## src/rtl/tpg_pkg.sv

```systemverilog
package tpg_pkg;
  typedef enum logic [1:0] {
    TPG_FIX0 = 2'd0,
    TPG_FIX1 = 2'd1,
    TPG_RAMP = 2'd2,
    TPG_ALT  = 2'd3
  } tpg_mode_e;
endpackage

```

## src/rtl/tpg_ramp.sv

```systemverilog
module tpg_ramp #(
  parameter int WIDTH  = 24,
  parameter int STEP_W = 4
) (
  input  logic              clk_i,
  input  logic              rst_ni,
  input  logic              clr_i,
  input  logic              adv_i,
  input  logic [STEP_W-1:0] step_i,
  output logic [WIDTH-1:0]  val_o
);
  localparam int PAD_W = WIDTH - STEP_W;

  logic [WIDTH-1:0] inc;
  logic [WIDTH-1:0] val_d, val_q;

  assign inc = {{PAD_W{1'b0}}, step_i} + {{(WIDTH-1){1'b0}}, 1'b1};

  always_comb begin
    val_d = val_q;
    if (clr_i)      val_d = '0;
    else if (adv_i) val_d = val_q + inc;
  end

  always_ff @(posedge clk_i or negedge rst_ni) begin
    if (!rst_ni) val_q <= '0;
    else         val_q <= val_d;
  end

  assign val_o = val_q;

  a_r8_clr_zero: assert property (@(posedge clk_i) disable iff (!rst_ni)
    clr_i |=> (val_o == '0));
  a_r5_hold_no_adv: assert property (@(posedge clk_i) disable iff (!rst_ni)
    (!clr_i && !adv_i) |=> $stable(val_o));
endmodule

```

## src/rtl/tpg_alt_phase.sv

```systemverilog
module tpg_alt_phase (
  input  logic clk_i,
  input  logic rst_ni,
  input  logic clr_i,
  input  logic adv_i,
  output logic phase_o
);
  logic phase_d, phase_q;

  always_comb begin
    phase_d = phase_q;
    if (clr_i)      phase_d = 1'b0;
    else if (adv_i) phase_d = ~phase_q;
  end

  always_ff @(posedge clk_i or negedge rst_ni) begin
    if (!rst_ni) phase_q <= 1'b0;
    else         phase_q <= phase_d;
  end

  assign phase_o = phase_q;

  a_r7_toggle: assert property (@(posedge clk_i) disable iff (!rst_ni)
    (adv_i && !clr_i) |=> (phase_o != $past(phase_o)));
endmodule

```

## src/rtl/tpg_channel.sv

```systemverilog
module tpg_channel
  import tpg_pkg::*;
#(
  parameter int WIDTH  = 24,
  parameter int STEP_W = 4
) (
  input  logic              clk_i,
  input  logic              rst_ni,
  input  logic              stb_i,
  input  logic [WIDTH-1:0]  live_i,
  input  logic              en_i,
  input  logic [1:0]        mode_i,
  input  logic [STEP_W-1:0] step_i,
  input  logic [WIDTH-1:0]  pat0_i,
  input  logic [WIDTH-1:0]  pat1_i,
  output logic [WIDTH-1:0]  out_o
);
  tpg_mode_e        mode;
  logic             ramp_clr, ramp_adv, alt_clr, alt_adv, phase;
  logic [WIDTH-1:0] ramp_val, sel, out_d, out_q;

  assign mode     = tpg_mode_e'(mode_i);
  assign ramp_clr = !en_i || (mode != TPG_RAMP);
  assign alt_clr  = !en_i || (mode != TPG_ALT);
  assign ramp_adv = stb_i && !ramp_clr;
  assign alt_adv  = stb_i && !alt_clr;

  tpg_ramp #(.WIDTH(WIDTH), .STEP_W(STEP_W)) u_ramp (
    .clk_i  (clk_i),
    .rst_ni (rst_ni),
    .clr_i  (ramp_clr),
    .adv_i  (ramp_adv),
    .step_i (step_i),
    .val_o  (ramp_val)
  );

  tpg_alt_phase u_alt (
    .clk_i   (clk_i),
    .rst_ni  (rst_ni),
    .clr_i   (alt_clr),
    .adv_i   (alt_adv),
    .phase_o (phase)
  );

  always_comb begin
    if (!en_i) begin
      sel = live_i;
    end else begin
      unique case (mode)
        TPG_FIX0: sel = pat0_i;
        TPG_FIX1: sel = pat1_i;
        TPG_RAMP: sel = ramp_val;
        TPG_ALT:  sel = phase ? pat1_i : pat0_i;
        default:  sel = pat0_i;
      endcase
    end
  end

  always_comb begin
    out_d = out_q;
    if (stb_i) out_d = sel;
  end

  always_ff @(posedge clk_i or negedge rst_ni) begin
    if (!rst_ni) out_q <= '0;
    else         out_q <= out_d;
  end

  assign out_o = out_q;

  a_r2_hold: assert property (@(posedge clk_i) disable iff (!rst_ni)
    !stb_i |=> $stable(out_o));
  a_r3_live: assert property (@(posedge clk_i) disable iff (!rst_ni)
    (stb_i && !en_i) |=> (out_o == $past(live_i)));
  a_r4_fix0: assert property (@(posedge clk_i) disable iff (!rst_ni)
    (stb_i && en_i && mode_i == 2'd0) |=> (out_o == $past(pat0_i)));
  a_r4_fix1: assert property (@(posedge clk_i) disable iff (!rst_ni)
    (stb_i && en_i && mode_i == 2'd1) |=> (out_o == $past(pat1_i)));
  a_r7_alt_word: assert property (@(posedge clk_i) disable iff (!rst_ni)
    (stb_i && en_i && mode_i == 2'd3 && !phase) |=> (out_o == $past(pat0_i) && phase));
  a_r8_alt_restart: assert property (@(posedge clk_i) disable iff (!rst_ni)
    alt_clr |=> !phase);
endmodule

```

## config.mk

```make
export PLATFORM = sky130hd
export DESIGN_NAME = tpg_channel
export DESIGN_NICKNAME = d
export VERILOG_FILES = /design/src/rtl/tpg_pkg.sv /design/src/rtl/tpg_ramp.sv /design/src/rtl/tpg_alt_phase.sv /design/src/rtl/tpg_channel.sv
export SDC_FILE = /design/constraint.sdc
export NUM_CORES = 1
export LEC_CHECK = 0
export ABC_AREA = 1
export BUFFER_PORTS_ARGS = -buffer_cell sky130_fd_sc_hd__buf_2
export CAP_MARGIN = 20
export CELL_PAD_IN_SITES_DETAIL_PLACEMENT = 0
export CELL_PAD_IN_SITES_GLOBAL_PLACEMENT = 1
export CORE_ASPECT_RATIO = 2
export CORE_MARGIN = 5
export CORE_UTILIZATION = 33
export DETAILED_ROUTE_END_ITERATION = 10
export GPL_TIMING_DRIVEN = 0
export HOLD_SLACK_MARGIN = 0.06
export PLACE_DENSITY = 0.86
export SETUP_SLACK_MARGIN = 0.05
export SLEW_MARGIN = 20
export SYNTH_ARGS = -nofsm -noshare
export SYNTH_HDL_FRONTEND = slang
export SYNTH_SLANG_ARGS = --single-unit
```

## constraint.sdc

```tcl
create_clock -name clk_i -period 1.7 [get_ports clk_i]
set_input_delay 0.34 -clock clk_i [delete_from_list [all_inputs] [get_ports clk_i]]
set_output_delay 0.34 -clock clk_i [all_outputs]
set_load 0.05 [all_outputs]
```

# [Word level (Yosys, flattened, before mapping)]
# Cells that the tools add are included.
[totals] output_inout_bits=24 wordCells=28 regBits=49
[op_classes] bitwise_logic=1 n_mux=7 add_sub_neg=2 reduce_logical=10 n_eq_ne=5
[ops] cell="24-bit 2-to-1 mux" count=4
[ops] cell="24-bit one-hot mux with 4 select lines" count=1
[ops] cell="24-bit adder" count=1
[ops] cell="4-bit by 1-bit adder with 5-bit output (second input constant)" count=1
[ops] cell="2-bit equality test (second input constant)" count=2
[ops] cell="2-bit != test (second input constant)" count=2
[ops] cell="2-bit nonzero test" count=2
[ops] cell="1-bit logical NOT" count=3
[ops] cell="2-bit by 1-bit equality test with 1-bit output (second input constant)" count=1
[ops] cell="1-bit logical AND" count=2
[ops] cell="2-bit logical NOT" count=1
[ops] cell="1-bit logical OR" count=2
[ops] cell="1-bit 2-to-1 mux" count=2
[ops] cell="1-bit NOT" count=1

# [Depth between registers and ports, before layout]
[depth] depth_word=6 depth_mapped=12

# [Cells and area by module]
# From an unflattened synthesis, not the netlist that was laid out.
[unflattened] cells_unflattened=543 area_unflattened_um2=3537.1
[by_module_without_submodules] module="tpg_channel" area_each_um2=1926.8 cells_per_inst=322 instances=1 seq_area_each_um2=600.6
[by_module_without_submodules] module="tpg_ramp" area_each_um2=1566.5 cells_per_inst=215 instances=1 seq_area_each_um2=600.6
[by_module_without_submodules] module="tpg_alt_phase" area_each_um2=43.8 cells_per_inst=6 instances=1 seq_area_each_um2=25.0

# [Least setup slack after synthesis]
# Ideal clock, no wire load.
[synth_path] path_type="input port to flip-flop" start="input port step_i[0]" end="register u_ramp.val_q[13] (netlist: u_ramp.val_o[13])" path_buffers=1 stages=11 slack_ps=-246 arrival_ps=1827 t_required_ps=1581 setup_ps=119 cell_sequence="ha_1 > xor2_1 > ha_1 > or2_2 > nand3b_1 > nand2_1 > buf_2 > nand2_1 > nand2_1 > nand4_1 > nand2_1"
[synth_between] elab_chain_cells=4
[synth_lines] item="start, declared" line="tpg_channel.sv:13" text="input logic [STEP_W-1:0] step_i,"
[synth_lines] item="4-bit by 1-bit adder with 5-bit output" line="tpg_ramp.sv:17" text="assign inc = {{PAD_W{1'b0}}, step_i} + {{(WIDTH-1){1'b0}}, 1'b1};"
[synth_lines] item="24-bit adder" line="tpg_ramp.sv:22" text="else if (adv_i) val_d = val_q + inc;"
[synth_lines] item="24-bit 2-to-1 mux" line="tpg_ramp.sv:22"
[synth_lines] item="24-bit 2-to-1 mux" line="tpg_ramp.sv:21" text="if (clr_i) val_d = '0;"
[synth_lines] item="end signal, assigned" line="tpg_ramp.sv:27" text="else val_q <= val_d;"
[synth_lines] item="end, declared" line="tpg_ramp.sv:15" text="logic [WIDTH-1:0] val_d, val_q;"
# No other way between the ends. The select of a mux whose other input is x is not followed.
# A chain may end at the register's enable or synchronous reset.

# [Worst setup path in the final report]
[layout_path] start="input port step_i[0]" end="register u_ramp.val_q[5] (netlist: u_ramp.val_o[5])"
# The elaborated chain is that of the path after synthesis.

==> reports/results.ini <==
[cts]
cts_buffers = 5
path_clk_slew_ns = 0.07
clock_sinks = 49
clock_latency_ns = 0.29
tritoncts = done
cts_root_buffer = clkbuf_16
htree_num_levels = 2
cts.path.max_buffers = 2
ctsHoldBuffers = 0

[yosys]
synthCells = 565
ys_ff_latch = 49
synth_compound_area_share_pct = 11.6
synthAdderAreaFrac_pct = 2.90
synth_area_um2 = 3710
synth_top_family_by_area = simple AND/OR/NAND/NOR gates
synth_top_area_cell = dfrtp_1
avgSynthCellArea_um2 = 6.56
synth_area_leaders = dfrtp_1, nand2_1, nor2_1
syn_nets = 655
async_reset_ff_share_pct = 100
synthMuxAreaShare_pct = 0
synthXorXnorAreaFrac_pct = 1.42
synth_edf_count = 0
ys.flop_type = dfrtp_1
synthSimpleGateAreaFrac_pct = 37.6
yosysSeqAreaShare_pct = 33.1
synth_cell_types = 28
synth-warning-count = 0
yosysTopAreaCellShare_pct = 33.1

[grt]
grt_pass1_vias = 4240
antenna_found_initial = 0
grtUsageTotal_pct = 18.6
busiest_layer = met2
overflow = 0
use_met3_pct = 2.58
use_met1_pct = 18.5
grt_util_met2_pct = 35.8
grt_pass1_wl_mm = 20.3
grt_start_max_net_pins = 50

[worst_setup_path]
critPathMaxFanout = 5
worst_ep_arrival_time_ns = 1.88
endpoint_kind = flop
worst_r2r_path_depth = 8
path_delay_family = simple AND/OR/NAND/NOR gates
regToRegSetupSlack_ns = 0.05
worst-path-buf-inv = 2
crit_end = u_ramp.val_o[5]$_DFFE_PN0P_
r2r-start = u_ramp.val_o[0]$_DFFE_PN0P_
crit_type = in2reg
slowest_delay_ns = 0.24
critical_path_cell_count = 11
start_kind = primary input
worstSetupStartpoint = step_i[0]
crit_top_cell = ha_4
crit_slowest_cell = or2_4
reg2reg_to = u_ramp.val_o[18]$_DFFE_PN0P_
path_cells = buf_8, ha_4, xor2_4, ha_4, or2_4, nand3b_1, nand2_4, buf_6, nand3_2, nand2_1, a21oi_1
crit_required_ns = 1.92

[power_and_ir_drop]
peakVddDrop_uv = 462
p_leak_nw = 2.45
power_density_nw_per_um2 = 654

[hold_path]
hp-class = in2async

[final_layout]
drive_above_1_share_pct = 29.3
nets = 776
mostFrequentLayoutCells = nand2_1, buf_2, nor2_1, inv_1, dfrtp_1
diodes = 0
area_delta_synth_final_pct = 32.3
fillers = 1147
layout_commonest_cell = nand2_1
final_cells = 827

[timing]
tightest_slew_ns = 0.675
slew_viol_final = 0
maxSlewHeadroom_pct = 55.0
skew_ns = 0.00559
fmax_mhz = 602
timing.final.crit_share_pct = 97.8
hold_viol = 0
whs_ns = 0.0780
rsz0062_at_grt = yes
setup_viol = 0
min_period_ns = 1.66

[flow_run]
cap_viol_max_count = 0

[die]
num_io_pins = 106
num_rows = 54
die_w_um = 84.9
dieArea_um2 = 13600
coreArea_um2 = 10900
floorplan.initialDensity_pct = 33.9
die_height_um = 160

[placement]
dp_hpwl_mm = 9.95
gp_congestion = 0.865
dp_cells = 808
port_buffers = 103

[routing]
wl_per_cell_um = 15.2
vias = 4002
wl_mm = 12.6
viasPerCell = 4.84
drt-pass1-iter-count = 4
remaining_drc_errors = 0
drt-initial-drc-count = 275
ant_nets = 0

[run_status]
outcome = completed

[per-stage QoR]
stage	setup TNS [ns]	power (mW)	setup WS (ns)	utilization, %	area (µm²)
finish	0	3.21	0.0377	44.8	4910
global route	-0.122	3.36	-0.0240	44.8	4910
CTS	0	3.21	0.00901	43.1	4720
global placement	-5.97	2.19	-0.388	40.6	4450
floorplan	-0.501	1.89	-0.0853	-	3760
detailed placement	-6.28	2.20	-0.415	40.6	4450
[logic make-up (layout without fill, tap and decap cells)]
family / Yosys count / in the layout
AOI/OAI and AO/OA: 67 / 67
xor gates and xnor gates: 6 / 6
adders and majority gates: 8 / 8
buffers and inverters: 118 / 239
DFF: 49 / 49
and+or+nand+nor: 317 / 318
[repair_timing]
action	in CTS	in global routing
gates cloned	2	0
resized for setup	19	34
setup buffers	5	4
endpoints found under the setup margin	19	38
pin swaps	13	25
[routing by layer]
metal	vias up	part of all wire [%]	routed length, µm
met5	-	0	0
met4	0	5.1	638
met3	35	3.7	460
met2	114	56	7050
met1	1854	35	4410
li1	1999	-	-
[where the power goes]
part           leakage [nW]  switching [mW]  internal (mW)
clock network        0.0652           0.433          0.549
registers             0.639          0.0430           1.24
logic                  1.75           0.625          0.323
total                  2.45            1.10           2.11
[cell usage after synthesis (2+ instances only)]
cell type and count:
a21oi_1 5, buf_1 2, buf_2 13, buf_4 2, buf_6 4, clkbuf_1 8, dfrtp_1 49, ha_1 7
inv_1 89, nand2_1 163, nand3_1 24, nand3_2 21, nand4_1 7, nor2_1 92, nor3_1 5, o21ai_0 9
o21bai_1 24, o22ai_1 27, xnor2_1 3, xor2_1 3
[layout make-up]
class / count / area [µm²] / area share (%)
multi-input cells: 399 / 2240 / 45.6
flip-flops and latches: 49 / 1230 / 25.0
repair buffers: 113 / 619 / 12.6
inverters: 89 / 334 / 6.81
plain buffers: 29 / 175 / 3.57
well taps: 140 / 175 / 3.57
clock buffers: 8 / 136 / 2.78
[how the worst min path moves through the flow]
stage | start | cells after the start | endpoint | slack (ns)
floorplan | rst_ni | 0 | out_o[0]$_DFFE_PN0P_ | 0.04
global placement | out_o[23]$_DFFE_PN0P_ | 2 | out_o[23]$_DFFE_PN0P_ | 0.46
detailed placement | rst_ni | 1 | u_ramp.val_o[4]$_DFFE_PN0P_ | 0.42
CTS | rst_ni | 1 | u_ramp.val_o[4]$_DFFE_PN0P_ | 0.11
global route | rst_ni | 1 | u_ramp.val_o[3]$_DFFE_PN0P_ | 0.14
finish | rst_ni | 1 | u_ramp.val_o[4]$_DFFE_PN0P_ | 0.08
[sequential cells by signal, indices dropped and copies added (netlist names)]
signal,cells
u_alt.phase_o,1
out_o,24
u_ramp.val_o,24
Note: power is estimated with default switching activity, not from simulation.
